**config.mk**
```make
export PLATFORM = sky130hd
export DESIGN_NAME = page_load_ctrl
export DESIGN_NICKNAME = d
export VERILOG_FILES = /design/src/rtl/plc_pkg.sv /design/src/rtl/plc_cycle_timer.sv /design/src/rtl/plc_page_track.sv /design/src/rtl/page_load_ctrl.sv
export SDC_FILE = /design/constraint.sdc
export NUM_CORES = 1
export LEC_CHECK = 0
export ABC_CLOCK_PERIOD_IN_PS = 2500
export BUFFER_PORTS_ARGS = -buffer_cell sky130_fd_sc_hd__buf_2
export CAP_MARGIN = 20
export CORE_AREA = 2 2 131 133
export DETAILED_ROUTE_END_ITERATION = 12
export DIE_AREA = 0 0 133 135
export GPL_TIMING_DRIVEN = 0
export PLACE_DENSITY = 0.75
export SYNTH_ARGS = -nofsm -noshare
export SYNTH_HDL_FRONTEND = slang
export SYNTH_SLANG_ARGS = --single-unit
export TNS_END_PERCENT = 100
```
**constraint.sdc**
```tcl
create_clock -name clk -period 2.5 [get_ports clk]
set_input_delay 0.5 -clock clk [delete_from_list [all_inputs] [get_ports clk]]
set_output_delay 0.5 -clock clk [all_outputs]
set_load 0.05 [all_outputs]
```
**src/rtl/plc_pkg.sv**
```systemverilog
// Shared types for the page write load controller.
package plc_pkg;
    typedef enum logic [1:0] {
        PLC_IDLE = 2'd0,
        PLC_LOAD = 2'd1,
        PLC_PROG = 2'd2
    } plc_state_e;
endpackage

```
**src/rtl/plc_cycle_timer.sv**
```systemverilog
// Restartable down-counter timer.
// A load sets the count to CYCLES-1. While run is high the count
// falls by one per cycle and stops at zero. zero is high when the count is 0.
// Assumes CYCLES >= 1.
module plc_cycle_timer #(
    parameter int CYCLES = 16
) (
    input  logic clk,
    input  logic rst_n,
    input  logic load,
    input  logic run,
    output logic zero
);
    localparam int CNT_W = (CYCLES < 2) ? 1 : $clog2(CYCLES + 1);

    logic [CNT_W-1:0] count;

    // Reload on demand, otherwise count down toward zero while running.
    always_ff @(posedge clk) begin
        if (!rst_n)
            count <= '0;
        else if (load)
            count <= CNT_W'(CYCLES - 1);
        else if (run && count != '0)
            count <= count - 1'b1;
    end

    assign zero = (count == '0);
endmodule

```
**src/rtl/plc_page_track.sv**
```systemverilog
// Page lock, per-byte valid mask and distinct-byte counter.
// lock marks the first write of a load and captures the page.
// clear empties the mask and the counter. Assumes clear and accept
// are never high together.
module plc_page_track #(
    parameter int ADDR_W    = 15,
    parameter int PAGE_BITS = 7
) (
    input  logic                        clk,
    input  logic                        rst_n,
    input  logic                        accept,
    input  logic                        lock,
    input  logic                        clear,
    input  logic [ADDR_W-PAGE_BITS-1:0] pg_in,
    input  logic [PAGE_BITS-1:0]        idx,
    output logic [ADDR_W-PAGE_BITS-1:0] pg_q,
    output logic                        match,
    output logic [(1<<PAGE_BITS)-1:0]   mask,
    output logic [PAGE_BITS:0]          cnt
);
    localparam int PAGE_SIZE = 1 << PAGE_BITS;

    // Capture the page address on the opening write of a load.
    always_ff @(posedge clk) begin
        if (!rst_n)
            pg_q <= '0;
        else if (accept && lock)
            pg_q <= pg_in;
    end

    assign match = (pg_in == pg_q);

    // One valid flag per byte slot of the page.
    for (genvar i = 0; i < PAGE_SIZE; i++) begin : g_slot
        always_ff @(posedge clk) begin
            if (!rst_n || clear)
                mask[i] <= 1'b0;
            else if (accept && idx == PAGE_BITS'(i))
                mask[i] <= 1'b1;
        end
    end

    // Count a byte only the first time its slot becomes valid.
    always_ff @(posedge clk) begin
        if (!rst_n || clear)
            cnt <= '0;
        else if (accept && !mask[idx])
            cnt <= cnt + 1'b1;
    end
endmodule

```
**src/rtl/page_load_ctrl.sv**
```systemverilog
// Page write load controller.
// Collects byte writes to one page and starts programming after the
// inactivity window runs out. It then holds busy for PROG_CYC cycles.
// Assumes one byte per strobe cycle. Buffer storage lives outside.
module page_load_ctrl #(
    parameter int ADDR_W     = 15,
    parameter int DATA_W     = 8,
    parameter int PAGE_BITS  = 7,
    parameter int WINDOW_CYC = 12500,
    parameter int PROG_CYC   = 625000
) (
    input  logic                        clk,
    input  logic                        rst_n,
    input  logic                        wr_stb,
    input  logic [ADDR_W-1:0]           wr_addr,
    input  logic [DATA_W-1:0]           wr_data,
    output logic                        buf_we,
    output logic [PAGE_BITS-1:0]        buf_idx,
    output logic [DATA_W-1:0]           buf_data,
    output logic [ADDR_W-PAGE_BITS-1:0] page_addr,
    output logic [(1<<PAGE_BITS)-1:0]   valid_mask,
    output logic [PAGE_BITS:0]          load_cnt,
    output logic                        load_active,
    output logic                        page_err,
    output logic                        prog_start,
    output logic                        prog_busy
);
    import plc_pkg::*;

    localparam int PG_W = ADDR_W - PAGE_BITS;

    plc_state_e          state_q;
    plc_state_e          state_d;
    logic [PG_W-1:0]     in_pg;
    logic [PAGE_BITS-1:0] in_idx;
    logic                pg_match;
    logic                accept;
    logic                expire;
    logic                prog_end;
    logic                win_zero;
    logic                prog_zero;

    assign in_pg  = wr_addr[ADDR_W-1:PAGE_BITS];
    assign in_idx = wr_addr[PAGE_BITS-1:0];

    // Decide acceptance, page errors, window expiry and programming end.
    always_comb begin
        accept   = wr_stb && (state_q == PLC_IDLE ||
                              (state_q == PLC_LOAD && pg_match));
        page_err = wr_stb && state_q == PLC_LOAD && !pg_match;
        expire   = state_q == PLC_LOAD && win_zero && !accept;
        prog_end = state_q == PLC_PROG && prog_zero;
    end

    // Next-state selection for idle, loading and programming.
    always_comb begin
        state_d = state_q;
        unique case (state_q)
            PLC_IDLE: if (accept)   state_d = PLC_LOAD;
            PLC_LOAD: if (expire)   state_d = PLC_PROG;
            PLC_PROG: if (prog_end) state_d = PLC_IDLE;
            default:                state_d = PLC_IDLE;
        endcase
    end

    // State register and registered start pulse.
    always_ff @(posedge clk) begin
        if (!rst_n) begin
            state_q    <= PLC_IDLE;
            prog_start <= 1'b0;
        end else begin
            state_q    <= state_d;
            prog_start <= expire;
        end
    end

    plc_cycle_timer #(.CYCLES(WINDOW_CYC)) win_tmr_i (
        .clk  (clk),
        .rst_n(rst_n),
        .load (accept),
        .run  (state_q == PLC_LOAD),
        .zero (win_zero)
    );

    plc_cycle_timer #(.CYCLES(PROG_CYC)) prog_tmr_i (
        .clk  (clk),
        .rst_n(rst_n),
        .load (expire),
        .run  (state_q == PLC_PROG),
        .zero (prog_zero)
    );

    plc_page_track #(.ADDR_W(ADDR_W), .PAGE_BITS(PAGE_BITS)) track_i (
        .clk   (clk),
        .rst_n (rst_n),
        .accept(accept),
        .lock  (state_q == PLC_IDLE),
        .clear (prog_end),
        .pg_in (in_pg),
        .idx   (in_idx),
        .pg_q  (page_addr),
        .match (pg_match),
        .mask  (valid_mask),
        .cnt   (load_cnt)
    );

    assign buf_we      = accept;
    assign buf_idx     = in_idx;
    assign buf_data    = wr_data;
    assign load_active = (state_q == PLC_LOAD);
    assign prog_busy   = (state_q == PLC_PROG);
endmodule

```
After elaboration in Yosys (flattened, before gate mapping). Index checks and enable logic that the tools add are counted.

Register bits: 181. Input bits: 26. Output and inout port bits: 164. Logic and storage cells: 440.

Add/subtract/negate cells: 3. Magnitude comparators: 1. Equal/unequal tests: 133. Muxes and demuxes: 10. Bitwise gates (word level): 1. Reductions and logical operators: 156.

Operators with widths (count): $eq A7 B7 Y1 const B (64); $eq A7 B6 Y1 const B (32); $logic_and A1 B1 Y1 (139); $eq A7 B5 Y1 const B (16); $eq A7 B4 Y1 const B (8); $mux W20 (2); $eq A7 B3 Y1 const B (4); $mux W14 (2); $logic_not A20 Y1 (1); $reduce_bool A20 Y1 (1); $sub A20 B1 Y20 const B (1); $eq A7 B2 Y1 const B (2); $logic_not A14 Y1 (1); $reduce_bool A14 Y1 (1); $sub A14 B1 Y14 const B (1); $add A8 B1 Y8 const B (1); $eq A8 B8 Y1 (1); $lt A7 B8 Y1 const B (1); $bmux W1 S7 (1); $eq A7 B1 Y1 const B (1); $logic_not A7 Y1 (1); $mux W2 (3); $pmux W2 S3 (1); $logic_not A1 Y1 (4); other kinds (11) (15).

Logic depth before layout (Yosys ltp). Gate-level depths: netlist of the first run.

Depth after elaboration: 8. Mapped depth: 13. Depth with buffers taken out: 10.

Hierarchy. A second synthesis of the first run with hierarchy kept.

Cell total of the unflattened synthesis: 871. Area, all modules: 7955.1 sq um.

Modules (own cells, without submodules): plc_page_track (instances 1, cells each 630, area an instance 5836.8 sq um, seq. area each 2882.8 sq um); plc_cycle_timer at prog_tmr_i (instances 1, cells each 118, area an instance 1058.5 sq um, seq. area each 400.4 sq um); plc_cycle_timer at win_tmr_i (instances 1, cells each 89, area an instance 780.7 sq um, seq. area each 280.3 sq um); page_load_ctrl (instances 1, cells each 34, area an instance 279.0 sq um, seq. area each 60.1 sq um).

Worst setup path after synthesis of the first run. Ideal clock, no wire load.

Kind: reg-to-output. Start: register track_i.pg_q[1]. End: output port buf_we. Arrival: 2.153 ns. Required time: 2.000 ns. Setup slack: -0.153 ns. Stages on the path, launching flop included: 6. Buffers on the path: 1. Path through: dfxtp_1 -> xor2_1 -> nor4_1 -> nand2_1 -> a21oi_2 -> clkbuf_1.

Word-level cells in the longest chain between the ends: 4.

RTL lines: start, declared (RTL line plc_page_track.sv:16) `output logic [ADDR_W-PAGE_BITS-1:0] pg_q,`; start signal, assigned (RTL line plc_page_track.sv:28) `pg_q <= pg_in;`; $eq A8 B8 Y1 (RTL line plc_page_track.sv:31) `assign match = (pg_in == pg_q);`; $logic_and A1 B1 Y1 (RTL line page_load_ctrl.sv:49) `(state_q == PLC_LOAD && pg_match));`; $logic_or A1 B1 Y1 (RTL line page_load_ctrl.sv:48) `accept = wr_stb && (state_q == PLC_IDLE ||`; $logic_and A1 B1 Y1 (RTL line page_load_ctrl.sv:48); end, declared (RTL line page_load_ctrl.sv:17) `output logic buf_we,`.

Every way passes these cells.

Worst setup path after layout of the first run.
Start: input port wr_addr[3]. End: register track_i.mask[93].

Word-level cells in the longest chain between the ends: 2.

RTL lines: start, declared (RTL line page_load_ctrl.sv:15) `input logic [ADDR_W-1:0] wr_addr,`; $eq A7 B7 Y1 (RTL line plc_page_track.sv:38) `else if (accept && idx == PAGE_BITS'(i))`; $logic_and A1 B1 Y1 (RTL line plc_page_track.sv:38); end signal, assigned by index (RTL line plc_page_track.sv:37) `mask[i] <= 1'b0;`; end signal, assigned by index (RTL line plc_page_track.sv:39) `mask[i] <= 1'b1;`; end, declared (RTL line plc_page_track.sv:18) `output logic [(1<<PAGE_BITS)-1:0] mask,`.

Every way passes these cells. A chain may end at the register's enable or synchronous reset.

==> out/metrics.cfg, run 1 <==
[detailed_routing]
postRouteAntennaNets = 0
drcViolationCount = 0
wl_per_cell_um = 19.9
first_pass_iters = 6
drt_iter0_drc = 770
drt_wl_total_um = 26600
via_count = 7865
route.detailed.vias_per_inst = 5.90

[sta]
fin_crit_sh_pct = 103
worstMarginPinSlew_ns = 0.997
fin_crit_ns = 2.56
finalHoldViolations = 0
rsz0062_at_grt = yes
fmax_mhz = 390
slew_headroom_pct = 33.3
layout_setup_ws_ns = -0.0632
fin_hold_ws_ns = 0.325
skew_ns = 0.0153
setup_viol_count_final = 14
drv_slew = 0

[logic_synthesis]
synth_warnings = 0
synth.distinct_cells = 46
synth_nets = 911
netlist.area_leader.share_pct = 46.6
synth.cell_area_um2 = 7780
ys_top_cells_by_area = dfxtp_1 (47%), nor2_1 (9.0%), a21oi_1 (7.6%)
postSynthCellCount = 880
seq_area_frac_synth_pct = 46.6
ys_ff_latch = 181
synth_top_area_cell = dfxtp_1
syn_avg_cell_area_um2 = 8.84

[place]
placed_cell_area_um2 = 9050
dp.final_hpwl_um = 18300
post-place-ws_ns = -0.908
gp_congestion = 0.906
port_buffers = 179

[clocking]
htreeDepth = 4
clock-root-buffer = clkbuf_16
clock_path_buffers = 2
cts_buffers = 17
holdBufCountCts = 0
clock_latency_ns = 0.44
clkTransAtPathRegs_ns = 0.07
clock_sinks = 181
cts_tree = done

[power]
p_leak_nw = 4.46
clock_power_share_pct = 40.6
switchingPower_w = 0.00203
vdd_ir_drop_max_uv = 522
p_int_w = 0.00461
powerDensity_nw_per_um2 = 658
power_w = 0.00665
switching_share_pct = 30.6
power_frac_comb_pct = 14.4
sequentialPowerShare_pct = 45.0

[worst_setup_path]
cp_max_fo = 10
rr_worst_depth = 10
critPathTopFamily = simple AND/OR/NAND/NOR gates
path_buf_inv = 2
worstPathRequired_ns = 2.87
endpoint_kind = register
path_cells = clkbuf_1 -> clkbuf_1 -> nand2_1 -> nor2_1 -> a31oi_1 -> nor2_1
cp.depth = 6
arrival_ns = 2.93
start_kind = primary input
critPathKind = in -> reg
max_stage_delay_ns = 0.83
critPathSlowestCell = nor2_1

[layout]
antenna-diode-count = 0
drive_above_1_share_pct = 31.6
syn2layout_area_growth_pct = 29.9
fin_nets = 1132
finalInstanceArea_um2 = 10100

[worst_hold_path]
hold_class = in -> reg
whs_path_depth = 3

[die]
design.core.area_um2 = 16400
row_count = 47
die-area_um2 = 18000
start_util_pct = 47.4
die_x_um = 133
die_y_um = 135
num_io_pins = 190

[global_routing]
grt_first_pass_wirelength_um = 39400
grt_max_degree = 21
overflow = 0
antenna_found_initial = 0
track_usage_pct = 28.7
grt_pass1_vias = 7182

[flow_run]
cap_violations = 0

[status]
status = finished, violations left
violations = setup timing

-- power by group through the flow --
| stage | Clock, W | Sequential (W) | Combinational (W) |
|---|---|---|---|
| after floorplan | 0 | 0.00312 | 0.000521 |
| after global placement | 0 | 0.00305 | 0.000800 |
| after detailed placement | 0 | 0.00306 | 0.000811 |
| after CTS | 0.00272 | 0.00299 | 0.000875 |
| after global routing | 0.00284 | 0.00300 | 0.00101 |
| final | 0.00270 | 0.00299 | 0.000959 |
-- synth_stat cells, drive strengths merged --
cell type	number
xnor2	19
nand3	19
nand2b	7
a21oi	119
a2111oi	5
nand2	25
and4b	1
nor2	186
dfxtp	181
a22oi	15
nor2b	9
mux4	8
and3	3
o21ai	6
or3	9
nor4b	1
inv	12
nor3	22
ha	5
o22ai	1
a41oi	2
buf	35
clkbuf	31
nand4	9
a311o	1
mux2i	56
and2	5
xor2	18
o31ai	4
a31oi	39
nor4	12
nor3b	1
a21boi	1
a22o	4
a211oi	4
or4	5
-- cells by family after synthesis --
kind of cell | count (synthesis) | synth area share [%]
and+or+nand+nor | 314 | 18.2
AOI/OAI and AO/OA | 201 | 15.2
DFF | 181 | 46.6
buffers and inverters | 78 | 5.47
muxes | 64 | 9.52
xor gates and xnor gates | 37 | 4.17
adders and majority gates | 5 | 0.804
-- placed cells by master (no fill, tap or decap), types with 10 or more instances in the layout --
cell type,instances
nor2_1,175
buf_2,182
buf_4,43
xor2_1,17
xnor2_1,19
nor2_2,10
dfxtp_1,173
a22oi_1,15
nor3_1,15
mux2i_1,56
nand3_1,16
a31oi_1,38
nand2_1,25
clkbuf_1,12
a21oi_1,116
clkbuf_2,15
clkbuf_16,17
-- per-stage QoR --
step           std cells  TNS, ns  utilization [%]
6_report            1334   -0.439             61.6
5_1_grt             1334    -3.30             61.6
4_1_cts             1326        0             60.1
3_5_place_dp        1284   -76.11             55.2
3_3_place_gp        1279   -80.84             54.8
2_1_floorplan        880        0                -
-- layer usage --
| layer | share of wire [%] | global-route usage [%] | wire length [um] |
|---|---|---|---|
| met1 | 38 | 36.1 | 10200 |
| met2 | 46 | 45.5 | 12300 |
| met3 | 11 | 7.92 | 2960 |
| met4 | 4.4 | 14.4 | 1180 |
| met5 | 0 | 0 | 0 |
-- worst reg2reg max path: cells and delay by family, from the launching register on --
family                    cells  cell delay, ns
buffers and inverters         2            0.32
and+or+nand+nor               5            1.28
xor gates and xnor gates      1            0.14
AOI/OAI and AO/OA             2            0.35
DFF                           1            0.32
-- worst paths after layout --
kind | startpoint | slack (ns) | end
min | wr_addr[9] | 0.32 | track_i.pg_q[2]
max reg2reg | track_i.pg_q[6] | 0.01 | track_i.cnt[2]
max | wr_addr[3] | -0.06 | track_i.mask[93]
min reg2reg | prog_tmr_i.count[1] | 0.49 | prog_tmr_i.count[1]
-- sequential cells by signal (all words and copies together), names as in the netlist --
register	flops
prog_start	1
win_tmr_i.count	14
track_i.mask	128
state_q	2
track_i.cnt	8
track_i.pg_q	8
prog_tmr_i.count	20
-- area by class of cell --
class                           instances  area (um^2)
Buffer                                 64          445
Clock buffer                           17          425
Clock inverter                         15          179
Fill cell                            1416         6310
Inverter                               12         45.0
Multi-Input combinational cell        621         3990
Sequential cell                       181         3630
Tap cell                              220          275
Timing Repair Buffer                  204         1110
-- what timing repair did --
item                                    in CTS  in global routing
buffers inserted                            10                  9
gates resized for setup                     32                 57
gates cloned                                 1                  0
pin swaps                                   12                  8
endpoints found under the setup margin     141                122
Power figures use the tool's default switching activity.
==> run 2: changes to the inputs <==
Settings changed: ABC_CLOCK_PERIOD_IN_PS 2500 to 2520, CORE_AREA 2 2 131 133 to 2 2 125 127, DIE_AREA 0 0 133 135 to 0 0 127 129, PLACE_DENSITY 0.75 to 0.78.
Clock period 2.5 ns to 2.52 ns, I/O delays scaled along.
==> out/metrics.cfg, run 2 (synthesized netlist as in run 1, its figures left out) <==
[status]
status = finished, violations left
violations = setup timing

[die]
row_count = 45
die_y_um = 129
start_util_pct = 51.9
design.core.area_um2 = 15000
die_x_um = 127
die-area_um2 = 16400
num_io_pins = 190

[global_routing]
grt_first_pass_wirelength_um = 37800
grt_use_met1_pct = 36.8
grt_pass1_vias = 7047
grt-busiest-layer = met2
use_met3_pct = 7.78
use_met2_pct = 49.8
overflow = 0
grt_max_degree = 17
antenna_found_initial = 0
track_usage_pct = 30.2

[sta]
finalHoldViolations = 0
layout_setup_ws_ns = -0.162
drv_slew = 0
fmax_mhz = 373
slew_headroom_pct = 30.9
skew_ns = 0.0127
setup_viol_count_final = 9
fin_crit_sh_pct = 106
worstMarginPinSlew_ns = 1.03
fin_crit_ns = 2.68
fin_hold_ws_ns = 0.332
rsz0062_at_grt = yes

[worst_setup_path]
path_cells = buf_2 -> inv_1 -> and3_1 -> clkbuf_1 -> nand2_1 -> a2111oi_1 -> nor4b_4 -> nand4_4 -> buf_6 -> buf_4 -> mux2i_1 -> nor2_1
timing.rr.start = track_i.pg_q[5]
path_buf_inv = 5
critPathTopFamily = buffers and inverters
worstPathRequired_ns = 2.83
start_kind = primary input
rr_endpoint = track_i.cnt[5]
arrival_ns = 3.00
max_stage_delay_ns = 0.65
cp_max_fo = 8
critPathKind = in -> reg
r2r_slack_ns = -0.05
rr_worst_depth = 9
critPathSlowestCell = a2111oi_1
endpoint_kind = register

[detailed_routing]
postRouteAntennaNets = 0
via_count = 7763
drt_iter0_drc = 1050
wl_per_cell_um = 19.9
drcViolationCount = 0
first_pass_iters = 8
drt_wl_total_um = 25800
route.detailed.vias_per_inst = 5.97

[clocking]
clock_latency_ns = 0.44
clock_path_buffers = 2
htreeDepth = 4
clock_sinks = 181
cts_tree = done
clock-root-buffer = clkbuf_16
cts_buffers = 17
clkTransAtPathRegs_ns = 0.06

[layout]
fin_nets = 1130
antenna-diode-count = 0
finalInstanceArea_um2 = 10000
drive_above_1_share_pct = 30.8
mostFrequentLayoutCell = buf_2
top_regs = track_i.mask (128), prog_tmr_i.count (20), win_tmr_i.count (14)
layout_common_cells = buf_2 (180), nor2_1 (178), dfxtp_1 (173), a21oi_1 (115), mux2i_1 (56)
top_register = track_i.mask
syn2layout_area_growth_pct = 29.2
largest_reg_flops = 128

[worst_hold_path]
whs_path_depth = 3
min_to = track_i.pg_q[2]
min_from = wr_addr[9]
hold_class = in -> reg

[place]
gp_congestion = 0.977
dp.final_hpwl_um = 17600
port_buffers = 179
placed_cell_area_um2 = 9000

[power]
powerDensity_nw_per_um2 = 668
p_leak_nw = 4.45
vdd_ir_drop_max_uv = 538

[flow_run]
cap_violations = 0

-- run 2: changes by cell type in the layout (fill, tap and decap cells not counted), moves of 3 or more --
cell	change
nor2_2	-5
bufinv_16	+3
clkbuf_1	+5
nor2_1	+3
o21ai_0	-4
clkinv_8	-6
inv_8	-3
-- run 2: report_power, final --
part	internal [W]	total (W)	switching (W)
registers	0.00292	0.00297	0.0000523
logic	0.000311	0.000929	0.000617
clock network	0.00166	0.00282	0.00116
total	0.00488	0.00671	0.00183
-- run 2: worst max path at each step --
| stage | cells past startpoint | start | to |
|---|---|---|---|
| floorplan | 9 | wr_addr[0] | track_i.cnt[5] |
| global placement | 10 | wr_addr[12] | track_i.mask[17] |
| detailed placement | 10 | wr_addr[12] | track_i.mask[22] |
| CTS | 10 | track_i.pg_q[3] | track_i.cnt[6] |
| global route | 12 | wr_addr[6] | track_i.cnt[1] |
| finish | 12 | wr_addr[6] | track_i.cnt[1] |
-- run 2: final cells by class --
| cell class | count | area, um^2 |
|---|---|---|
| fillers | 1150 | 4930 |
| multi-input cells | 621 | 3980 |
| flip-flops and latches | 181 | 3630 |
| repair buffers | 201 | 1100 |
| clock buffers | 23 | 478 |
| plain buffers | 65 | 438 |
| well taps | 188 | 235 |
| clock inverters | 9 | 141 |
| inverters | 12 | 45.0 |
-- run 2: stage by stage --
step	TNS, ns	std cells	utilization (%)	power (W)	setup WS [ns]
floorplan	0	880	-	0.00361	0.00120
global placement	-75.88	1247	59.8	0.00382	-0.895
detailed placement	-68.70	1250	60.1	0.00383	-0.844
CTS	-0.0755	1288	65.6	0.00662	-0.0549
global route	-2.29	1300	67.1	0.00690	-0.328
finish	-0.598	1300	67.1	0.00671	-0.162
-- run 2: worst reg2reg max path: cells and delay by family (launching register included) --
kind                      cells  cell delay [ns]
and+or+nand+nor               5             1.54
buffers and inverters         1             0.13
DFF                           1             0.33
xor gates and xnor gates      1             0.16
AOI/OAI and AO/OA             2             0.36
-- run 2: layer usage --
layer	vias up	share of wire, %
li1	3540	-
met1	3636	38
met3	94	11
met4	0	5.0
met2	493	46
met5	-	0
-- run 2: timing repair --
item / CTS / global route
setup buffers: 6 / 13
pin swaps: 5 / 12
cloned: 0 / 0
endpoints found under the hold margin: 0 / 0
endpoints found under the setup margin: 139 / 118
resized for setup: 34 / 57
hold buffers: 0 / 0
==> run 3: changes to the inputs <==
Settings changed: SKIP_CTS_REPAIR_TIMING set to 1.
==> out/metrics.cfg, run 3 (synthesized netlist as in run 1, its figures left out) <==
[sta]
slew_headroom_pct = 30.8
setup_viol_count_final = 22
rsz0062_at_grt = yes
fin_crit_sh_pct = 103
fin_crit_ns = 2.60
fmax_mhz = 384
layout_setup_ws_ns = -0.0834
finalHoldViolations = 0
drv_slew = 0
fin_hold_ws_ns = 0.337
worstMarginPinSlew_ns = 1.03
finalSetupTns_ns = -0.646
skew_ns = 0.0106

[status]
violations = setup timing
status = finished, violations left

[power]
p_leak_nw = 4.43
powerDensity_nw_per_um2 = 669
vdd_ir_drop_max_uv = 535
power_w = 0.00672

[worst_setup_path]
start_kind = register
cp_max_fo = 6
endpoint_kind = register
critPathKind = reg -> reg
arrival_ns = 2.97
worstPathRequired_ns = 2.88

[worst_hold_path]
hold_class = in -> reg

[place]
port_buffers = 179
dp.final_hpwl_um = 17600
gp_congestion = 0.977

[layout]
antenna-diode-count = 0
fin_nets = 1125
largest_reg_flops = 128
drive_above_1_share_pct = 31.1
syn2layout_area_growth_pct = 29.1
layout_common_cells = nor2_1 (179), buf_2 (179), dfxtp_1 (173), a21oi_1 (113), mux2i_1 (56)
top_regs = track_i.mask (128), prog_tmr_i.count (20), win_tmr_i.count (14)
top_register = track_i.mask

[die]
start_util_pct = 51.9
num_io_pins = 190
die_x_um = 127
die_y_um = 129
die-area_um2 = 16400
design.core.area_um2 = 15000
row_count = 45

[detailed_routing]
first_pass_iters = 6
via_count = 7830
drcViolationCount = 0
wl_per_cell_um = 20.2
postRouteAntennaNets = 0
route.detailed.vias_per_inst = 6.05
drt_iter0_drc = 989
drt_wl_total_um = 26100

[clocking]
cts_tree = done
clock-root-buffer = clkbuf_16
clock_sinks = 181
cts_buffers = 17
clkTransAtPathRegs_ns = 0.06
clock_path_buffers = 2
htreeDepth = 4
clock_latency_ns = 0.43

[global_routing]
overflow = 0
grt_pass1_vias = 6962
antenna_found_initial = 0
track_usage_pct = 29.8
grt_first_pass_wirelength_um = 37400
grt_max_degree = 17

[flow_run]
cap_violations = 0

[run 3: per-layer routing]
metal	vias up	wire length, um	track usage (%)
met5	-	0	0
met4	0	1410	14.9
met3	105	2750	7.65
met2	543	12200	49.1
met1	3650	9760	36.4
li1	3532	-	-
[run 3: report_power, final]
group | total [W] | switching (W) | leakage, nW | internal, W
Sequential | 0.00297 | 0.0000527 | 1.47 | 0.00292
Combinational | 0.000947 | 0.000629 | 2.66 | 0.000318
Clock | 0.00281 | 0.00115 | 0.299 | 0.00166
Total | 0.00672 | 0.00183 | 4.43 | 0.00489
[run 3: area by class of cell]
type,instances,area [um^2]
multi-input cells,622,4010
flip-flops and latches,181,3630
well taps,188,235
clock inverters,9,141
clock buffers,23,478
fillers,1165,4930
repair buffers,196,1060
plain buffers,64,438
inverters,12,45.0
[run 3: path summary, 6_finish.rpt]
kind / from / to / slack (ns) / cells past startpoint
setup / recovery: track_i.pg_q[3] / track_i.cnt[6] / -0.08 / 10
hold reg to reg: track_i.cnt[7] / track_i.cnt[7] / 0.49 / 2
setup reg to reg: track_i.pg_q[3] / track_i.cnt[6] / -0.08 / 10
hold / removal: wr_addr[9] / track_i.pg_q[2] / 0.34 / 3
[run 3: stage by stage]
step	worst slack [ns]	cell area, um^2	cells	utilization (%)
final	-0.0834	10000	1295	67.1
after global routing	-0.112	10000	1295	67.1
after CTS	-0.662	9620	1282	64.3
after detailed placement	-0.844	9000	1250	60.1
after global placement	-0.895	8950	1247	59.8
after floorplan	0.00120	7820	880	-
[run 3: critical path, stage by stage (launching register included)]
cell and delay [ns]:
dfxtp_2 0.33, xor2_1 0.15, nor4_2 0.39, nand2_1 0.18
a21oi_4 0.22, buf_12 0.15, nor4b_4 0.28, nand4_4 0.21
buf_6 0.19, or3_4 0.33, a21oi_2 0.11
